$ cat src/rtl/smb_seq_pkg.sv
package smb_seq_pkg;

  typedef enum logic [1:0] {
    XT_QUICK = 2'd0,
    XT_BYTE  = 2'd1,
    XT_BDATA = 2'd2,
    XT_WORD  = 2'd3
  } xact_e;

  typedef enum logic [2:0] {
    BOP_IDLE   = 3'd0,
    BOP_START  = 3'd1,
    BOP_WRITE  = 3'd2,
    BOP_READ   = 3'd3,
    BOP_RSTART = 3'd4,
    BOP_STOP   = 3'd5
  } bop_e;

  // Where a written byte comes from
  typedef enum logic [2:0] {
    SRC_NONE    = 3'd0,
    SRC_ADDR    = 3'd1,  // address with the requested direction
    SRC_ADDR_WR = 3'd2,  // address with direction forced to write
    SRC_ADDR_RD = 3'd3,  // address with direction forced to read
    SRC_CMD     = 3'd4,
    SRC_D0      = 3'd5,
    SRC_D1      = 3'd6
  } src_e;

  // Where a read byte goes
  typedef enum logic [1:0] {
    DST_NONE = 2'd0,
    DST_D0   = 2'd1,
    DST_D1   = 2'd2
  } dst_e;

  typedef struct packed {
    bop_e op;
    src_e src;
    dst_e dst;
    logic nack;
  } step_t;

  localparam step_t S_START   = '{op: BOP_START,  src: SRC_NONE,    dst: DST_NONE, nack: 1'b0};
  localparam step_t S_RSTART  = '{op: BOP_RSTART, src: SRC_NONE,    dst: DST_NONE, nack: 1'b0};
  localparam step_t S_STOP    = '{op: BOP_STOP,   src: SRC_NONE,    dst: DST_NONE, nack: 1'b0};
  localparam step_t S_WADDR   = '{op: BOP_WRITE,  src: SRC_ADDR,    dst: DST_NONE, nack: 1'b0};
  localparam step_t S_WADDR_W = '{op: BOP_WRITE,  src: SRC_ADDR_WR, dst: DST_NONE, nack: 1'b0};
  localparam step_t S_WADDR_R = '{op: BOP_WRITE,  src: SRC_ADDR_RD, dst: DST_NONE, nack: 1'b0};
  localparam step_t S_WCMD    = '{op: BOP_WRITE,  src: SRC_CMD,     dst: DST_NONE, nack: 1'b0};
  localparam step_t S_WD0     = '{op: BOP_WRITE,  src: SRC_D0,      dst: DST_NONE, nack: 1'b0};
  localparam step_t S_WD1     = '{op: BOP_WRITE,  src: SRC_D1,      dst: DST_NONE, nack: 1'b0};
  localparam step_t S_RD0_ACK = '{op: BOP_READ,   src: SRC_NONE,    dst: DST_D0,   nack: 1'b0};
  localparam step_t S_RD0_NAK = '{op: BOP_READ,   src: SRC_NONE,    dst: DST_D0,   nack: 1'b1};
  localparam step_t S_RD1_NAK = '{op: BOP_READ,   src: SRC_NONE,    dst: DST_D1,   nack: 1'b1};

endpackage

$ cat src/rtl/smb_step_decode.sv
module smb_step_decode
  import smb_seq_pkg::*;
#(
  parameter int STEP_W = 3
) (
  input  xact_e             xtype,
  input  logic              rd,
  input  logic [STEP_W-1:0] idx,
  output step_t             step
);

  // Each protocol is a short fixed list; anything past the end is a stop.
  always_comb begin
    step = S_STOP;
    case (xtype)
      XT_QUICK: begin
        case (int'(idx))
          0:       step = S_START;
          1:       step = S_WADDR;
          default: step = S_STOP;
        endcase
      end
      XT_BYTE: begin
        if (rd) begin
          case (int'(idx))
            0:       step = S_START;
            1:       step = S_WADDR_R;
            2:       step = S_RD0_NAK;
            default: step = S_STOP;
          endcase
        end else begin
          case (int'(idx))
            0:       step = S_START;
            1:       step = S_WADDR_W;
            2:       step = S_WCMD;
            default: step = S_STOP;
          endcase
        end
      end
      XT_BDATA: begin
        if (rd) begin
          case (int'(idx))
            0:       step = S_START;
            1:       step = S_WADDR_W;
            2:       step = S_WCMD;
            3:       step = S_RSTART;
            4:       step = S_WADDR_R;
            5:       step = S_RD0_NAK;
            default: step = S_STOP;
          endcase
        end else begin
          case (int'(idx))
            0:       step = S_START;
            1:       step = S_WADDR_W;
            2:       step = S_WCMD;
            3:       step = S_WD0;
            default: step = S_STOP;
          endcase
        end
      end
      default: begin  // XT_WORD
        if (rd) begin
          case (int'(idx))
            0:       step = S_START;
            1:       step = S_WADDR_W;
            2:       step = S_WCMD;
            3:       step = S_RSTART;
            4:       step = S_WADDR_R;
            5:       step = S_RD0_ACK;
            6:       step = S_RD1_NAK;
            default: step = S_STOP;
          endcase
        end else begin
          case (int'(idx))
            0:       step = S_START;
            1:       step = S_WADDR_W;
            2:       step = S_WCMD;
            3:       step = S_WD0;
            4:       step = S_WD1;
            default: step = S_STOP;
          endcase
        end
      end
    endcase
  end

endmodule

$ cat src/rtl/smb_seq_regs.sv
module smb_seq_regs #(
  parameter int DATA_W = 8
) (
  input  logic              clk,
  input  logic              rst_n,
  input  logic              load,
  input  logic [DATA_W-1:0] wdata0,
  input  logic [DATA_W-1:0] wdata1,
  input  logic              we0,
  input  logic              we1,
  input  logic [DATA_W-1:0] rbyte,
  input  logic              set_done,
  input  logic              set_dev,
  input  logic              set_coll,
  output logic [DATA_W-1:0] data0,
  output logic [DATA_W-1:0] data1,
  output logic              done_sts,
  output logic              dev_err_sts,
  output logic              coll_sts
);

  logic [DATA_W-1:0] d0_d, d1_d;
  logic              d0_en, d1_en;
  logic              done_d, dev_d, coll_d;
  logic              sts_en;

  always_comb begin
    d0_en = load | we0;
    d1_en = load | we1;
    d0_d  = load ? wdata0 : rbyte;
    d1_d  = load ? wdata1 : rbyte;
    sts_en = load | set_done | set_dev | set_coll;
    done_d = ~load & (done_sts    | set_done);
    dev_d  = ~load & (dev_err_sts | set_dev);
    coll_d = ~load & (coll_sts    | set_coll);
  end

  always_ff @(posedge clk or negedge rst_n) begin
    if (!rst_n) begin
      data0 <= '0;
    end else if (d0_en) begin
      data0 <= d0_d;
    end
  end

  always_ff @(posedge clk or negedge rst_n) begin
    if (!rst_n) begin
      data1 <= '0;
    end else if (d1_en) begin
      data1 <= d1_d;
    end
  end

  always_ff @(posedge clk or negedge rst_n) begin
    if (!rst_n) begin
      done_sts    <= 1'b0;
      dev_err_sts <= 1'b0;
      coll_sts    <= 1'b0;
    end else if (sts_en) begin
      done_sts    <= done_d;
      dev_err_sts <= dev_d;
      coll_sts    <= coll_d;
    end
  end

endmodule

$ cat src/rtl/smb_seq_ctrl.sv
module smb_seq_ctrl
  import smb_seq_pkg::*;
#(
  parameter int ADDR_W = 7,
  parameter int DATA_W = 8,
  parameter int STEP_W = 3
) (
  input  logic              clk,
  input  logic              rst_n,
  input  logic              go,
  input  logic [1:0]        type_in,
  input  logic              rd_in,
  input  logic [ADDR_W-1:0] addr_in,
  input  logic [DATA_W-1:0] cmd_in,
  input  step_t             step,
  input  logic [DATA_W-1:0] d0,
  input  logic [DATA_W-1:0] d1,
  output xact_e             cur_type,
  output logic              cur_rd,
  output logic [STEP_W-1:0] cur_idx,
  input  logic              bm_done,
  input  logic              bm_ack,
  input  logic              bm_arb_lost,
  output logic              bm_req,
  output logic [2:0]        bm_op,
  output logic [DATA_W-1:0] bm_wbyte,
  output logic              bm_rd_nack,
  output logic              busy,
  output logic              load,
  output logic              set_done,
  output logic              set_dev,
  output logic              set_coll,
  output logic              we0,
  output logic              we1
);

  typedef enum logic [1:0] {
    ST_IDLE  = 2'd0,
    ST_RUN   = 2'd1,
    ST_ESTOP = 2'd2
  } state_e;

  state_e            state_q, state_d;
  logic [STEP_W-1:0] idx_q, idx_d;
  logic              idx_en;
  xact_e             type_q;
  logic              rd_q;
  logic [ADDR_W-1:0] addr_q;
  logic [DATA_W-1:0] cmd_q;

  // Next-state logic
  always_comb begin
    state_d  = state_q;
    idx_d    = idx_q;
    idx_en   = 1'b0;
    load     = 1'b0;
    set_done = 1'b0;
    set_dev  = 1'b0;
    set_coll = 1'b0;
    we0      = 1'b0;
    we1      = 1'b0;
    case (state_q)
      ST_IDLE: begin
        if (go) begin
          state_d = ST_RUN;
          idx_d   = '0;
          idx_en  = 1'b1;
          load    = 1'b1;
        end
      end
      ST_RUN: begin
        if (bm_done) begin
          if (bm_arb_lost) begin
            set_coll = 1'b1;
            state_d  = (step.op == BOP_STOP) ? ST_IDLE : ST_ESTOP;
          end else if (step.op == BOP_WRITE && !bm_ack) begin
            set_dev = 1'b1;
            state_d = ST_ESTOP;
          end else if (step.op == BOP_STOP) begin
            set_done = 1'b1;
            state_d  = ST_IDLE;
          end else begin
            if (step.op == BOP_READ) begin
              we0 = (step.dst == DST_D0);
              we1 = (step.dst == DST_D1);
            end
            idx_d  = idx_q + STEP_W'(1);
            idx_en = 1'b1;
          end
        end
      end
      ST_ESTOP: begin
        if (bm_done) begin
          set_coll = bm_arb_lost;
          state_d  = ST_IDLE;
        end
      end
      default: state_d = ST_IDLE;
    endcase
  end

  // Registers
  always_ff @(posedge clk or negedge rst_n) begin
    if (!rst_n) begin
      state_q <= ST_IDLE;
    end else begin
      state_q <= state_d;
    end
  end

  always_ff @(posedge clk or negedge rst_n) begin
    if (!rst_n) begin
      idx_q <= '0;
    end else if (idx_en) begin
      idx_q <= idx_d;
    end
  end

  always_ff @(posedge clk or negedge rst_n) begin
    if (!rst_n) begin
      type_q <= XT_QUICK;
      rd_q   <= 1'b0;
      addr_q <= '0;
      cmd_q  <= '0;
    end else if (load) begin
      type_q <= xact_e'(type_in);
      rd_q   <= rd_in;
      addr_q <= addr_in;
      cmd_q  <= cmd_in;
    end
  end

  // Outputs towards the byte master
  always_comb begin
    bm_req     = (state_q != ST_IDLE);
    busy       = bm_req;
    bm_op      = BOP_IDLE;
    bm_wbyte   = '0;
    bm_rd_nack = 1'b0;
    if (state_q == ST_ESTOP) begin
      bm_op = BOP_STOP;
    end else if (state_q == ST_RUN) begin
      bm_op      = step.op;
      bm_rd_nack = (step.op == BOP_READ) & step.nack;
      case (step.src)
        SRC_ADDR:    bm_wbyte = DATA_W'({addr_q, rd_q});
        SRC_ADDR_WR: bm_wbyte = DATA_W'({addr_q, 1'b0});
        SRC_ADDR_RD: bm_wbyte = DATA_W'({addr_q, 1'b1});
        SRC_CMD:     bm_wbyte = cmd_q;
        SRC_D0:      bm_wbyte = d0;
        SRC_D1:      bm_wbyte = d1;
        default:     bm_wbyte = '0;
      endcase
    end
  end

  assign cur_type = type_q;
  assign cur_rd   = rd_q;
  assign cur_idx  = idx_q;

endmodule

$ cat src/rtl/smbus_xact_seq.sv
module smbus_xact_seq
  import smb_seq_pkg::*;
#(
  parameter int ADDR_W    = 7,
  parameter int DATA_W    = 8,
  parameter int MAX_STEPS = 8
) (
  input  logic              clk,
  input  logic              rst_n,
  input  logic              go,
  input  logic [1:0]        xact_type,
  input  logic              rd_not_wr,
  input  logic [ADDR_W-1:0] slave_addr,
  input  logic [DATA_W-1:0] cmd_byte,
  input  logic [DATA_W-1:0] wdata0,
  input  logic [DATA_W-1:0] wdata1,
  output logic [DATA_W-1:0] data0,
  output logic [DATA_W-1:0] data1,
  output logic              busy,
  output logic              done_sts,
  output logic              dev_err_sts,
  output logic              coll_sts,
  output logic              bm_req,
  output logic [2:0]        bm_op,
  output logic [DATA_W-1:0] bm_wbyte,
  output logic              bm_rd_nack,
  input  logic              bm_done,
  input  logic              bm_ack,
  input  logic              bm_arb_lost,
  input  logic [DATA_W-1:0] bm_rbyte
);

  localparam int STEP_W = $clog2(MAX_STEPS);

  xact_e             cur_type;
  logic              cur_rd;
  logic [STEP_W-1:0] cur_idx;
  step_t             cur_step;
  logic              load, set_done, set_dev, set_coll, we0, we1;

  smb_step_decode #(.STEP_W(STEP_W)) u_decode (
    .xtype (cur_type),
    .rd    (cur_rd),
    .idx   (cur_idx),
    .step  (cur_step)
  );

  smb_seq_ctrl #(
    .ADDR_W (ADDR_W),
    .DATA_W (DATA_W),
    .STEP_W (STEP_W)
  ) u_ctrl (
    .clk         (clk),
    .rst_n       (rst_n),
    .go          (go),
    .type_in     (xact_type),
    .rd_in       (rd_not_wr),
    .addr_in     (slave_addr),
    .cmd_in      (cmd_byte),
    .step        (cur_step),
    .d0          (data0),
    .d1          (data1),
    .cur_type    (cur_type),
    .cur_rd      (cur_rd),
    .cur_idx     (cur_idx),
    .bm_done     (bm_done),
    .bm_ack      (bm_ack),
    .bm_arb_lost (bm_arb_lost),
    .bm_req      (bm_req),
    .bm_op       (bm_op),
    .bm_wbyte    (bm_wbyte),
    .bm_rd_nack  (bm_rd_nack),
    .busy        (busy),
    .load        (load),
    .set_done    (set_done),
    .set_dev     (set_dev),
    .set_coll    (set_coll),
    .we0         (we0),
    .we1         (we1)
  );

  smb_seq_regs #(.DATA_W(DATA_W)) u_regs (
    .clk         (clk),
    .rst_n       (rst_n),
    .load        (load),
    .wdata0      (wdata0),
    .wdata1      (wdata1),
    .we0         (we0),
    .we1         (we1),
    .rbyte       (bm_rbyte),
    .set_done    (set_done),
    .set_dev     (set_dev),
    .set_coll    (set_coll),
    .data0       (data0),
    .data1       (data1),
    .done_sts    (done_sts),
    .dev_err_sts (dev_err_sts),
    .coll_sts    (coll_sts)
  );

endmodule

$ cat config.mk
export PLATFORM = sky130hd
export DESIGN_NAME = smbus_xact_seq
export DESIGN_NICKNAME = d
export VERILOG_FILES = /design/src/rtl/smb_seq_pkg.sv /design/src/rtl/smb_step_decode.sv /design/src/rtl/smb_seq_regs.sv /design/src/rtl/smb_seq_ctrl.sv /design/src/rtl/smbus_xact_seq.sv
export SDC_FILE = /design/constraint.sdc
export NUM_CORES = 1
export LEC_CHECK = 0
export ABC_AREA = 1
export CAP_MARGIN = 20
export CORE_ASPECT_RATIO = 0.8
export CORE_MARGIN = 3
export CORE_UTILIZATION = 51
export CTS_BUF_LIST = sky130_fd_sc_hd__clkbuf_8
export CTS_CLUSTER_DIAMETER = 150
export DETAILED_ROUTE_END_ITERATION = 10
export PLACE_DENSITY = 0.83
export SYNTH_ARGS = -nofsm -noshare
export SYNTH_HDL_FRONTEND = slang
export SYNTH_SLANG_ARGS = --single-unit
$ cat constraint.sdc
create_clock -name clk -period 3.11 [get_ports clk]
set_clock_uncertainty 0.2 [all_clocks]
set_input_delay 0.622 -clock clk [delete_from_list [all_inputs] [get_ports clk]]
set_output_delay 0.622 -clock clk [all_outputs]
set_load 0.05 [all_outputs]
---- Yosys cells after proc, flatten, opt, wreduce, memory -nomap -nowiden ----
Cells that the tools add are included.
word-level totals
  flip-flop bits (word level) ............. 42
  word-level logic and storage cells ...... 128
  output and inout bits ................... 33
operators by class
  equal/unequal tests ..................... 28
  reduce and logical (&&, ||, !) cells .... 9
  $add $sub $neg .......................... 1
  bitwise logic cells ..................... 13
  mux-type cells .......................... 66
operators with widths
  operator                                                                count
  9-bit case mux with 3 select lines                                      3
  9-bit case mux with 7 select lines                                      1
  9-bit case mux with 6 select lines                                      1
  8-bit case mux with 6 select lines                                      1
  9-bit case mux with 5 select lines                                      1
  9-bit case mux with 4 select lines                                      1
  1-bit 2-to-1 mux                                                        32
  8-bit 2-to-1 mux                                                        4
  9-bit 2-to-1 mux                                                        3
  3-bit equality test (second input constant)                             7
  3-bit 2-to-1 mux                                                        7
  3-bit by 2-bit equality test with 1-bit output (second input constant)  6
  9-bit case mux with 2 select lines                                      1
  2-bit 2-to-1 mux                                                        7
  2-bit inequality test (second input constant)                           6
  1-bit OR                                                                8
  7-bit AND reduction                                                     1
  2-bit by 1-bit equality test with 1-bit output (second input constant)  3
  2-bit equality test (second input constant)                             3
  3-bit by 1-bit equality test with 1-bit output (second input constant)  2
  2-bit case mux with 3 select lines                                      1
  3-bit case mux with 2 select lines                                      1
  1-bit AND                                                               4
  2-bit logical NOT                                                       2
  9 further kinds                                                         11

---- Longest topological paths before layout ----
  depth in word-level cells ............... 13
  mapped depth ............................ 17
  gate-level depth less buffers ........... 16

---- By module ----
From an unflattened synthesis, not the netlist that was laid out.
second synthesis, totals
  cells, all modules ...................... 403
  area, all modules ....................... 2742.6 µm²
by module, submodules not included
  module           cells an instance  seq. area each (µm²)  times used  area an instance (µm²)
  smb_seq_ctrl     218                575.6                 1           1505.2
  smb_seq_regs     97                 475.5                 1           849.6
  smb_step_decode  88                 0.0                   1           387.9

---- Worst setup path after synthesis ----
No wires, ideal clock.
  kind .................................... flip-flop to output port
  from .................................... reg u_ctrl.idx_q[1] (netlist: u_ctrl.cur_idx[1])
  to ...................................... out bm_op[2]
  required time ........................... 2.288 ns
  data arrival time ....................... 2.558 ns
  slack ................................... -0.270 ns
  cell stages (with the launch flop) ...... 12
  buffers on the path ..................... 0
  path through ............................ dfrtp_1 ha_1 ha_1 inv_1 nand2_1 nor2_1 nand2_1 nand2_1 nand2_1 nand2_1 nand2_2 o21ai_0
between the ends
  longest elaborated chain between the ends .. 6
  elaborated cells on any way between the ends .. 20
RTL lines
  element                                                     line                                                                 source
  start, declared                                             smb_seq_ctrl.sv:44                                                   logic [STEP_W-1:0] idx_q, idx_d;
  start signal, assigned                                      smb_seq_ctrl.sv:115                                                  idx_q <= idx_d;
  3-bit equality test (tied with other cells)                 smb_step_decode.sv:63                                                case (int'(idx))
  9-bit case mux with 7 select lines (tied with other cells)  smb_step_decode.sv:63
  9-bit 2-to-1 mux (on tied branches)                         smb_step_decode.sv:62, smb_step_decode.sv:24, smb_step_decode.sv:41
  9-bit case mux with 3 select lines *                        smb_step_decode.sv:15                                                case (xtype)
  3-bit 2-to-1 mux *                                          smb_seq_ctrl.sv:142                                                  end else if (state_q == ST_RUN) begin
  3-bit 2-to-1 mux *                                          smb_seq_ctrl.sv:140                                                  if (state_q == ST_ESTOP) begin
  end, declared                                               smbus_xact_seq.sv:24                                                 output logic [2:0] bm_op,
Every way passes the cells marked *; elsewhere a longest branch is shown, timed or not.

---- Worst setup path in the final report ----
  from .................................... reg u_ctrl.idx_q[1] (netlist: u_ctrl.cur_idx[1])
  to ...................................... out bm_wbyte[2]
between the ends
  longest elaborated chain between the ends .. 8
  elaborated cells on any way between the ends .. 27
RTL lines
  element                                                     line                                                                 source
  3-bit equality test (tied with other cells)                 smb_step_decode.sv:63
  9-bit case mux with 7 select lines (tied with other cells)  smb_step_decode.sv:63
  9-bit 2-to-1 mux (on tied branches)                         smb_step_decode.sv:62, smb_step_decode.sv:24, smb_step_decode.sv:41
  9-bit case mux with 3 select lines *                        smb_step_decode.sv:15
  3-bit equality test (tied with other cells)                 smb_seq_ctrl.sv:145                                                  case (step.src)
  8-bit case mux with 6 select lines *                        smb_seq_ctrl.sv:145
  8-bit 2-to-1 mux *                                          smb_seq_ctrl.sv:142
  8-bit 2-to-1 mux *                                          smb_seq_ctrl.sv:140
  end, declared                                               smbus_xact_seq.sv:25                                                 output logic [DATA_W-1:0] bm_wbyte,
Marked as above.

==> flow_metrics.py <==
metrics = {
    "detailed_routing": {
        "drc_errors": 0,
        "wirelength_um": 10300,
        "drtAntennaViolNets": 0,
        "wl_per_cell_um": 16.3,
        "first_pass_iters": 6,
        "first_iter_violations": 376,
        "vias_per_cell": 5.68,
        "dr_total_vias": 3592,
    },
    "place": {
        "dp.cells": 616,
        "gp_congestion": 0.921,
        "place_ws_ns": 0.0292,
        "place_hpwl_um": 7060,
        "port_buffers": 80,
    },
    "synthesis": {
        "synthMuxAreaShare_pct": 0,
        "synthAdderAreaFrac_pct": 4.07,
        "avgSynthCellArea_um2": 6.66,
        "ys_seq_area_share_pct": 34.2,
        "synth_area_mm2": 0.00308,
        "synth_top_family_by_area": "simple AND/OR/NAND/NOR gates",
        "syn-num-nets": 520,
        "syn_inst": 462,
        "yosys_warnings": 0,
        "ys_seq_elements": 42,
        "yosys.area_share.xor_xnor_pct": 0,
        "synth-simple-area-share_pct": 47.5,
        "ys_types": 30,
        "synth_compound_area_share_pct": 6.34,
    },
    "sta": {
        "rsz0062_at_grt": "true",
        "fin_crit_ns": 3.28,
        "max_freq_mhz": 305,
        "timing.final.ws_setup_ns": -0.170,
        "worstMarginPinSlew_ns": 0.918,
        "setup_viol": 9,
        "slew_violations": 0,
        "whs_ns": 0.238,
        "slew_headroom_pct": 38.8,
        "setup_tns_ns": -1.25,
        "hold_viol_final": 0,
        "min_period_over_period_pct": 105,
    },
    "clocking": {
        "clkTransAtPathRegs_ns": 0.10,
        "cts-hold-fix-buffers": 0,
        "cts_tree": "built",
        "cts.sinks": 42,
        "clockBufferDepth": 2,
        "cts_buffers": 5,
        "clock_latency_ns": 0.30,
        "root_buffer": "clkbuf_8",
        "cts_max_level": 2,
    },
    "cells_and_area": {
        "nNetsFinal": 611,
        "antenna_cells": 0,
        "layout_common_cells": "nand2_1, clkdlybuf4s50_1, nand3_1",
        "num-fill-cells": 345,
        "final_common_cell": "nand2_1",
        "fin_cells": 632,
        "multi_input_area_mm2": 0.00205,
        "drive_gt1_share_pct": 23.6,
        "syn_to_final_growth_pct": 48.8,
        "seq_area_mm2": 0.00105,
    },
    "die": {
        "initial_core_util_pct": 54.5,
        "core_mm2": 0.00565,
        "die_h_um": 75.5,
        "rows": 24,
        "die_width_um": 92.8,
        "dieArea_mm2": 0.00701,
        "io_pins": 81,
    },
    "critical_path": {
        "slowest_delay_ns": 0.42,
        "worstSetupPathType": "reg -> out",
        "critPathArrivalTime_ns": 2.46,
        "required_ns": 2.29,
        "cp_slowest_cell": "dfrtp_1",
        "cp_max_fo": 8,
        "path_common_cell": "nor2_4",
        "r2r_slack_ns": 0.50,
        "startpoint_type": "flop",
        "end_kind": "primary output",
        "crit_chain": "inv_2, ha_4, inv_2, nor2_4, nand2_1, nand2_1, nand3b_1, nand2_2, buf_6, nor2_4, nand3_2, nand3_2, nor2_4, nor2_4, buf_12",
    },
    "outcome": {
        "status": "finished with violations",
        "violations": "negative setup slack",
    },
    "power_and_ir_drop": {
        "peakVddDrop_v": 0.000665,
        "p_sw_share_pct": 55.7,
        "cellPowerDensity_mw_per_mm2": 1050,
        "comb_power_share_pct": 70.7,
        "totalPowerFinal_uw": 4810,
        "clock_power_share_pct": 7.8,
        "leakage_uw": 0.00220,
        "power.switching_uw": 2680,
        "p_int_uw": 2130,
        "seqPwrFrac_pct": 21.5,
    },
    "global_route": {
        "grt_pass1_vias": 3206,
        "grt_max_degree": 47,
        "track_usage_pct": 27.9,
        "grt_pass1_wl_um": 15500,
        "antenna_found_initial": 0,
        "grt_overflow_total": 0,
    },
    "hold_path": {
        "hold_path.class": "in -> async",
    },
    "job": {
        "maxCapViolCount": 0,
    },
}
==> worst max-delay path: cells and delay by family, from the launching register on <==
kind	cells	cell delay [ns]
flops	1	0.42
fa+ha+maj	1	0.17
simple gates	10	1.08
buf+inv	4	0.48
==> final cells by class <==
cell class | instances | area share, %
Multi-Input combinational cell | 365 | 44.8
Timing Repair Buffer | 104 | 25.1
Sequential cell | 42 | 23.0
Inverter | 35 | 2.98
Tap cell | 78 | 2.13
Clock buffer | 5 | 1.50
Clock inverter | 3 | 0.519
==> Yosys cell counts, drive strengths merged <==
cell type / n / area [µm²]
nand2: 180 / 728
inv: 35 / 134
a21oi: 9 / 48.8
clkbuf: 7 / 26.3
a31oi: 1 / 6.26
nor3: 4 / 20.0
o21a: 1 / 7.51
buf: 13 / 83.8
nor2: 58 / 262
o21ai: 19 / 103
dfrtp: 42 / 1050
ha: 10 / 125
nand3: 57 / 313
o211ai: 4 / 30.0
nand4: 21 / 131
nand3b: 1 / 7.51
==> repair_timing <==
action	CTS	global route
endpoints found under the hold margin	0	0
setup buffers	5	2
pin swaps	15	5
cloned	0	1
setup endpoints to repair	10	10
resized for setup	53	24
==> power groups by stage <==
| stage | combinational [µW] | clock, µW | sequential (µW) |
|---|---|---|---|
| floorplan | 1690 | 0 | 1300 |
| global placement | 2880 | 0 | 1010 |
| detailed placement | 2940 | 0 | 1010 |
| CTS | 3190 | 370 | 1010 |
| global route | 3650 | 400 | 1050 |
| finish | 3400 | 377 | 1040 |
==> stage by stage <==
stage	area, µm²	util [%]
finish	4580	81.1
global route	4580	81.1
CTS	4440	78.7
detailed placement	4120	73.0
global placement	4120	73.0
floorplan	3090	-
==> metal layers <==
layer  share of wire (%)  vias up  global-route usage (%)
met5                   0        -                       0
met4                 2.6        0                    4.88
met3                  10       36                    5.63
met2                  47      232                    46.8
met1                  41     1647                    38.3
li1                    -     1677                       -
==> cell families after synthesis <==
family / after synthesis
adder cells (fa/ha/maj): 10
buffers and inverters: 55
flip-flops: 42
AO/OA/AOI/OAI: 34
AND/OR/NAND/NOR: 321
==> worst paths after layout <==
check	start	endpoint	depth (start not counted)
worst max-delay path	u_ctrl.cur_idx[1]$_DFFE_PN0P_	bm_wbyte[2]	15
worst min-delay path	rst_n	u_ctrl.state_q[0]$_DFFE_PN0P_	1
worst max register to register	u_ctrl.cur_idx[1]$_DFFE_PN0P_	u_regs.data0[0]$_DFFE_PN0P_	15
worst min register to register	u_regs.done_sts$_DFFE_PN0P_	u_regs.done_sts$_DFFE_PN0P_	1
max in group asynchronous	rst_n	u_ctrl.cur_type[0]$_DFFE_PN0P_	1
min in group clk	u_regs.done_sts$_DFFE_PN0P_	u_regs.done_sts$_DFFE_PN0P_	1
==> flip-flops by register name (all words and copies together), names as in the netlist <==
name / flops
u_ctrl.cmd_q: 8
u_regs.data0: 8
u_regs.data1: 8
u_ctrl.addr_q: 7
u_ctrl.cur_idx: 3
u_ctrl.cur_type: 2
u_ctrl.state_q: 2
u_ctrl.cur_rd: 1
u_regs.coll_sts: 1
u_regs.dev_err_sts: 1
u_regs.done_sts: 1
No activity file was read; power rests on OpenSTA's default activity.
